File: src/rtl/thr_switch_pkg.sv
package thr_switch_pkg;
  typedef enum logic {
    LVL_LOW  = 1'b0,
    LVL_HIGH = 1'b1
  } lvl_e;

  localparam int unsigned TH_GUARD = 3;
endpackage

File: src/rtl/thr_calc.sv
module thr_calc #(
  parameter int unsigned CODE_W   = 7,
  parameter int unsigned TH_W     = 19,
  parameter int          BASE_OFS = 1000,
  parameter int          STEP     = 20,
  parameter int          HYST     = 60
) (
  input  logic [CODE_W-1:0]      code_mag_i,
  input  logic                   code_neg_i,
  output logic signed [TH_W-1:0] op_th_o,
  output logic signed [TH_W-1:0] rel_th_o
);
  int signed code_s;
  int signed op_full;
  int signed rel_full;

  always_comb begin
    code_s   = code_neg_i ? -int'(code_mag_i) : int'(code_mag_i);
    op_full  = BASE_OFS + code_s * STEP;
    rel_full = op_full - HYST;
    op_th_o  = TH_W'(op_full);
    rel_th_o = TH_W'(rel_full);
  end
endmodule

File: src/rtl/por_timer.sv
module por_timer #(
  parameter int unsigned VALID_CYCLES = 5000
) (
  input  logic clk_i,
  input  logic rst_ni,
  output logic valid_o
);
  localparam int unsigned CW = $clog2(VALID_CYCLES + 1);
  localparam logic [CW-1:0] CNT_END = CW'(VALID_CYCLES);

  logic [CW-1:0] cnt_q;

  always_ff @(posedge clk_i or negedge rst_ni) begin
    if (!rst_ni)               cnt_q <= '0;
    else if (cnt_q != CNT_END) cnt_q <= cnt_q + 1'b1;
  end

  assign valid_o = (cnt_q == CNT_END);
endmodule

File: src/rtl/hyst_latch.sv
module hyst_latch
  import thr_switch_pkg::*;
#(
  parameter int unsigned FIELD_W = 16,
  parameter int unsigned TH_W    = 19
) (
  input  logic                      clk_i,
  input  logic                      rst_ni,
  input  logic                      en_i,
  input  logic signed [FIELD_W-1:0] sample_i,
  input  logic                      sample_vld_i,
  input  logic signed [TH_W-1:0]    op_th_i,
  input  logic signed [TH_W-1:0]    rel_th_i,
  output logic                      out_o
);
  lvl_e lvl_q;
  lvl_e lvl_d;
  logic signed [TH_W-1:0] smp_x;

  always_comb begin
    smp_x = TH_W'(sample_i);
    lvl_d = lvl_q;
    if (en_i && sample_vld_i) begin
      if (smp_x >= op_th_i)      lvl_d = LVL_LOW;
      else if (smp_x < rel_th_i) lvl_d = LVL_HIGH;
    end
  end

  // power-on state is high
  always_ff @(posedge clk_i or negedge rst_ni) begin
    if (!rst_ni) lvl_q <= LVL_HIGH;
    else         lvl_q <= lvl_d;
  end

  assign out_o = (lvl_q == LVL_HIGH);
endmodule

File: src/rtl/thr_switch.sv
module thr_switch
  import thr_switch_pkg::*;
#(
  parameter int unsigned FIELD_W      = 16,
  parameter int unsigned CODE_W       = 7,
  parameter int          BASE_OFS     = 1000,
  parameter int          STEP         = 20,
  parameter int          HYST         = 60,
  parameter int unsigned VALID_CYCLES = 5000
) (
  input  logic                      clk_i,
  input  logic                      rst_ni,
  input  logic signed [FIELD_W-1:0] sample_i,
  input  logic                      sample_vld_i,
  input  logic [CODE_W-1:0]         code_mag_i,
  input  logic                      code_neg_i,
  output logic                      out_o,
  output logic                      valid_o
);
  localparam int unsigned TH_W = FIELD_W + TH_GUARD;

  logic signed [TH_W-1:0] op_th;
  logic signed [TH_W-1:0] rel_th;

  thr_calc #(
    .CODE_W(CODE_W), .TH_W(TH_W), .BASE_OFS(BASE_OFS), .STEP(STEP), .HYST(HYST)
  ) u_calc (
    .code_mag_i(code_mag_i),
    .code_neg_i(code_neg_i),
    .op_th_o   (op_th),
    .rel_th_o  (rel_th)
  );

  por_timer #(.VALID_CYCLES(VALID_CYCLES)) u_por (
    .clk_i  (clk_i),
    .rst_ni (rst_ni),
    .valid_o(valid_o)
  );

  hyst_latch #(.FIELD_W(FIELD_W), .TH_W(TH_W)) u_latch (
    .clk_i       (clk_i),
    .rst_ni      (rst_ni),
    .en_i        (valid_o),
    .sample_i    (sample_i),
    .sample_vld_i(sample_vld_i),
    .op_th_i     (op_th),
    .rel_th_i    (rel_th),
    .out_o       (out_o)
  );
endmodule

File: config.mk
export PLATFORM = sky130hd
export DESIGN_NAME = thr_switch
export DESIGN_NICKNAME = d
export VERILOG_FILES = /design/src/rtl/thr_switch_pkg.sv /design/src/rtl/thr_calc.sv /design/src/rtl/por_timer.sv /design/src/rtl/hyst_latch.sv /design/src/rtl/thr_switch.sv
export SDC_FILE = /design/constraint.sdc
export NUM_CORES = 1
export LEC_CHECK = 0
export ABC_CLOCK_PERIOD_IN_PS = 5700
export BUFFER_PORTS_ARGS = -buffer_cell sky130_fd_sc_hd__buf_2
export CAP_MARGIN = 0
export CORE_ASPECT_RATIO = 0.9
export CORE_MARGIN = 8
export CORE_UTILIZATION = 51
export CTS_CLUSTER_DIAMETER = 80
export DETAILED_ROUTE_END_ITERATION = 7
export GPL_TIMING_DRIVEN = 0
export PLACE_DENSITY = 0.71
export SLEW_MARGIN = 15
export SYNTH_ARGS = -nofsm -noshare
export SYNTH_HDL_FRONTEND = slang
export SYNTH_HIERARCHICAL = 1
export SYNTH_SLANG_ARGS = --single-unit
File: constraint.sdc
create_clock -name clk_i -period 5.7 [get_ports clk_i]
set_clock_uncertainty 0.05 [all_clocks]
set_input_delay 0 -clock clk_i [delete_from_list [all_inputs] [get_ports clk_i]]
set_output_delay 0 -clock clk_i [all_outputs]
set_load 0.03 [all_outputs]
== After elaboration in Yosys (flattened, before gate mapping) ==
Cells that the tools add are included.
Word-level totals
  memories kept: 0
  latch bits: 0
  ROM bits: 0
  bits of input ports: 27
  RAM bits: 0
  register bits after elaboration: 14
Cells by class
  bitwise operators: 0
  div/mod/pow operators: 0
  multiplexer cells: 3
  reduce and logical (&&, ||, !) cells: 3
  multipliers: 1
  add/sub/neg operators: 4
  $lt $le $gt $ge: 2
  shift-type cells: 0
  eq/ne operators: 2
Operators with widths (number)
  $mul A32 B4 Y17 const B: 1
  $mux W32: 1
  $neg A7 Y32: 1
  $add A11 B19 Y19 const A: 1
  $ge A16 B19 Y1: 1
  $lt A16 B19 Y1: 1
  $sub A19 B7 Y19 const B: 1
  $add A13 B1 Y13 const B: 1
  $eq A13 B13 Y1 const B: 1
  $ne A13 B13 Y1 const B: 1
  $mux W1: 2
  $reduce_and A2 Y1: 1
  $reduce_bool A2 Y1: 1
  $logic_and A1 B1 Y1: 1

== Longest topological paths before layout ==
  depth after elaboration: 8
  gate-level depth with buffers: 26
  mapped depth without buffers: 26

== Cells and area by module ==
The synthesis kept the hierarchy.
By module, submodules not included
  thr_calc: cells an instance 219, instances 1, sequential area each 0.0 µm², area an instance 1669.1 µm²
  hyst_latch: cells an instance 138, instances 1, sequential area each 26.3 µm², area an instance 1004.7 µm²
  por_timer: cells an instance 53, instances 1, sequential area each 325.3 µm², area an instance 650.6 µm²

== Worst setup path before layout ==
OpenSTA, ideal clock, no wires.
  kind: input -> register
  start: in code_mag_i[0]
  end: reg u_latch.lvl_q (netlist: u_latch/out_o)
  stages on the path: 23
  arrival time: 5.163 ns
  setup slack: 0.404 ns
  library setup time: 0.083 ns
  cell sequence: inv_1 -> ha_1 -> mux2_4 -> ha_1 -> ha_1 -> fa_1 -> or4b_2 -> a211oi_2 -> nor2_1 -> xor2_1 -> inv_1 -> nor3_1 -> and3b_2 -> and3_4 -> nand4b_2 -> xnor2_1 -> inv_1 -> ha_1 -> nand4_2 -> nor4_2 -> nand4_1 -> and4_1 -> o32a_1
Between the ends
  word-level cells in the longest chain between the ends: 8
  elaborated cells on any way between the ends: 10
  those cells by class: add/sub (3); mul (1); order compare (2); mux (2); reduce/logical (2)
Ends and longest elaborated chain
  from (decl): RTL line thr_switch.sv:15  | input logic [CODE_W-1:0] code_mag_i,
  $neg A7 Y32: RTL line thr_calc.sv:18  | code_s = code_neg_i ? -int'(code_mag_i) : int'(code_mag_i);
  $mux W32 (*): RTL line thr_calc.sv:18
  $mul A32 B4 Y17 (*): RTL line thr_calc.sv:19  | op_full = BASE_OFS + code_s * STEP;
  $add A11 B19 Y19 (*): RTL line thr_calc.sv:19
  named net op_th[9]: RTL line thr_switch.sv:22  | logic signed [TH_W-1:0] op_th;
  $sub A19 B7 Y19 (*): RTL line thr_calc.sv:20  | rel_full = op_full - HYST;
  named net rel_th[18]: RTL line thr_switch.sv:23  | logic signed [TH_W-1:0] rel_th;
  $lt A16 B19 Y1 (*): RTL line hyst_latch.sv:25  | else if (smp_x < rel_th_i) lvl_d = LVL_HIGH;
  $reduce_bool A2 Y1 (no line) (*)
  $reduce_and A2 Y1 (no line) (*)
  to (signal assigned): RTL line hyst_latch.sv:32  | else lvl_q <= lvl_d;
  to (decl): RTL line hyst_latch.sv:16  | lvl_e lvl_q;
The timed path passes the listed nets; every way through them passes the cells marked *.
A chain may end at the register's enable or synchronous reset.

== Worst setup path in the final report ==
  start: in code_mag_i[0]
  end: reg u_latch.lvl_q (netlist: u_latch/out_o)
Between the ends
  word-level cells in the longest chain between the ends: 8
  elaborated cells on any way between the ends: 10
  those cells by class: add/sub (3); mul (1); order compare (2); mux (2); reduce/logical (2)
Ends and longest elaborated chain (RTL line)
  $neg A7 Y32: thr_calc.sv:18
  $mux W32 (*): thr_calc.sv:18
  $mul A32 B4 Y17 (*): thr_calc.sv:19
  $add A11 B19 Y19 (*): thr_calc.sv:19
  $sub A19 B7 Y19 (*): thr_calc.sv:20
  named net rel_th[2]: thr_switch.sv:23
  $lt A16 B19 Y1 (*): hyst_latch.sv:25
  $reduce_bool A2 Y1 (no line) (*)
  $reduce_and A2 Y1 (no line) (*)
Marked as above.

==> impl_metrics.env <==
export IMPL_ant_nets=0
export IMPL_finalHoldViolations=0
export IMPL_critical_path_buf_inv_count=4
export IMPL_finalWirelength_um=7093
export IMPL_clock_latency_ns=0.25
export IMPL_worstHoldStart="sample_vld_i"
export IMPL_grt_total_usage_pct=15.01
export IMPL_nets=546
export IMPL_fin_util_pct=60.07
export IMPL_critPathLaunchType="primary input"
export IMPL_dpl_cell_area_um2=3592
export IMPL_setup_worst_path_end_class="flop"
export IMPL_final_cell_mix="ha_1, inv_1, xnor2_1"
export IMPL_row_count=28
export IMPL_io_buffers=28
export IMPL_post_route_period_util_pct=93.79
export IMPL_p_leak_nw=1.849
export IMPL_maxCapViolations=0
export IMPL_crit_chain="buf_2 > inv_2 > ha_2 > mux2_4 > ha_1 > ha_1 > fa_1 > xor2_2 > a2111oi_1 > o21ai_1 > or2_1 > nand4_4 > xnor2_1 > inv_1 > nor3_4 > nand4_1 > xnor2_1 > inv_1 > ha_1 > nand4_4 > nor4_4 > nand4_1 > and4_1 > o32a_1"
export IMPL_start_util_pct=51.57
export IMPL_drive_gt1_share_pct=20.04
export IMPL_path_class="in -> reg"
export IMPL_hold_end="u_latch/out_o"
export IMPL_r2r_slack_ns=3.58
export IMPL_reg2reg_from="u_por/cnt_q[0]"
export IMPL_synth_async_reset_ratio_pct=100.0
export IMPL_vdd_drop_max_mv=0.1185
export IMPL_htree_levels=1
export IMPL_core_um2=6446
export IMPL_clkSinkCount=14
export IMPL_finalWeightedCongestion=0.8309
export IMPL_wire_per_inst_um=13.04
export IMPL_die_x_um=101.1
export IMPL_status="finished, final reports clean"
export IMPL_overflow=0
export IMPL_grt_pass1_vias=2834
export IMPL_layout_commonest_cell="ha_1"
export IMPL_slowest_delay_ns=0.46
export IMPL_min_period_ns=5.346
export IMPL_fmaxAchievable_mhz=187.1
export IMPL_avgSynthCellArea_um2=8.108
export IMPL_dpl_hpwl_um=5962
export IMPL_p_per_area_nw_per_um2=268.4
export IMPL_numCtsBuffers=3
export IMPL_worst_path_most_repeated_cell="ha_1"
export IMPL_synth_top_flop_cell="dfrtp_1"
export IMPL_grt_max_degree=15
export IMPL_dieArea_um2=9362
export IMPL_arrival_ns=5.47
export IMPL_via_count=2973
export IMPL_critPathSlowestCell="fa_1"
export IMPL_synth_edff_count=0
export IMPL_path_clk_slew_ns=0.06
export IMPL_first_iter_violations=53
export IMPL_worstRegToRegCells=7
export IMPL_design_area_um2=3872
export IMPL_root_buffer="clkbuf_8"
export IMPL_diodes=0
export IMPL_layout_cells_non_filler=544
export IMPL_crit_cells=24
export IMPL_critPathTopFamily="adder cells"
export IMPL_firstDrtPassIters=4
export IMPL_total_power_mw=1.039
export IMPL_num_io_pins=29
export IMPL_yosysSeqAreaShare_pct=10.58
export IMPL_slew_violations=0
export IMPL_synth_warnings=6
export IMPL_cts_tree="done"
export IMPL_timing_rr_end="u_latch/out_o"
export IMPL_setup_viol=0
export IMPL_grt_antenna_before_repair=0
export IMPL_vias_per_cell=5.465
export IMPL_ys_ff_latch=14
export IMPL_min_path_cells=3
export IMPL_syn_to_final_growth_pct=16.48
export IMPL_critPathRequiredTime_ns=5.83
export IMPL_netlist_area_um2=3324
export IMPL_fp_dieH_um=92.60
export IMPL_synthCells=410
export IMPL_clockBufferDepth=2
export IMPL_drc=0
export IMPL_hp_class="in -> reg"
export IMPL_critPathMaxFanout=8
export IMPL_yosysUniqueCellTypes=77
export IMPL_grt_first_pass_wirelength_um=11840
export IMPL_dp_cells=532
through the flow:
stage	worst slack [ns]	setup TNS (ns)	hold WS, ns
after floorplan	0.4035	0	-0.3456
after detailed placement	-0.4238	-0.4238	-0.1435
after CTS	0.02713	0	0.01072
after global placement	-0.3103	-0.3103	-0.1419
after global routing	-0.05700	-0.05700	0.04060
final	0.3542	0	0.01563
final cells by class:
class                      instances  area [um2]
clock buffer                       4       55.05
buffer                             9       60.06
fill                             610        2574
inverter                          56       210.2
multi-input combinational        334        2873
sequential                        14       351.6
timing repair buffer              37       210.2
tap                               90       112.6
registers in the layout, summed over array words and instances (netlist names):
register / flops
u_latch/out_o: 1
u_por/cnt_q: 13
Yosys cell counts, types with 2 or more instances:
cell | n | share of area [%]
nor2b_1 | 6 | 1.1
o21ai_1 | 3 | 0.45
mux2_4 | 2 | 0.90
and3_2 | 2 | 0.45
a21boi_0 | 4 | 0.90
and3_1 | 4 | 0.75
mux2i_1 | 2 | 0.60
nand4_1 | 14 | 2.6
nor4_1 | 3 | 0.56
xor2_2 | 2 | 0.98
or4_1 | 2 | 0.45
o21a_1 | 2 | 0.45
nand3_1 | 14 | 2.1
o31ai_1 | 2 | 0.45
xnor2_1 | 34 | 9.0
xor2_1 | 6 | 1.6
nand2b_1 | 4 | 0.75
a211o_1 | 2 | 0.53
nand2_1 | 30 | 3.4
nand3b_1 | 2 | 0.45
a21oi_1 | 20 | 3.0
o211ai_1 | 2 | 0.45
nor3_2 | 2 | 0.60
clkbuf_1 | 4 | 0.45
nor2_1 | 12 | 1.4
and4_1 | 2 | 0.53
a211oi_2 | 3 | 1.1
xnor2_2 | 2 | 0.98
nor3_1 | 18 | 2.7
a221o_1 | 2 | 0.60
o21ai_0 | 12 | 1.8
nand4_2 | 2 | 0.75
or3_1 | 4 | 0.75
or2_1 | 3 | 0.56
a211oi_1 | 4 | 0.90
inv_1 | 56 | 6.3
a21o_1 | 4 | 0.90
buf_4 | 5 | 1.1
ha_1 | 63 | 24
dfrtp_1 | 13 | 9.8
worst reg2reg max path: cells and delay by family, from the launching register on:
kind	cells	cell delay, ns
and+or+nand+nor	4	1.16
DFF	1	0.47
adders and majority gates	1	0.15
AOI/OAI and AO/OA	1	0.15
buffers and inverters	1	0.10
worst max-delay path by stage:
stage,from,end
finish,code_mag_i[0],u_latch/out_o
global route,code_neg_i,u_latch/out_o
CTS,code_mag_i[0],u_latch/out_o
detailed placement,code_mag_i[0],u_latch/out_o
global placement,code_mag_i[0],u_latch/out_o
floorplan,code_mag_i[0],u_latch/out_o
report_power, final:
| group | internal [mW] | leakage, nW | total (mW) | switching, mW |
|---|---|---|---|---|
| logic | 0.365 | 1.64 | 0.845 | 0.480 |
| clock network | 0.0612 | 0.0288 | 0.0952 | 0.0340 |
| registers | 0.0995 | 0.177 | 0.0995 | 0 |
cell families after synthesis:
family | share of synthesized area, %
xor+xnor | 12.50
mux | 1.506
other cells | 0.1128
simple gates | 25.97
compound gates | 16.79
flops | 10.58
fa+ha+maj | 24.31
buf+inv | 8.242
routing by layer:
metal | up-vias | wire (um) | global-route usage, %
met1 | 1375 | 3457 | 18.61
li1 | 1554 | - | -
met4 | 0 | 24 | 3.470
met2 | 41 | 3394 | 26.23
met5 | - | 0 | 0
met3 | 3 | 216 | 2.549
repair_timing:
action                                 CTS  global route
resized for setup                        5            21
endpoints found under the hold margin   14             0
pin swaps                                0            19
buffers inserted                         1             7
hold buffers                             1             0
setup endpoints to repair                1             1
Note: power is estimated with default switching activity, not from simulation.
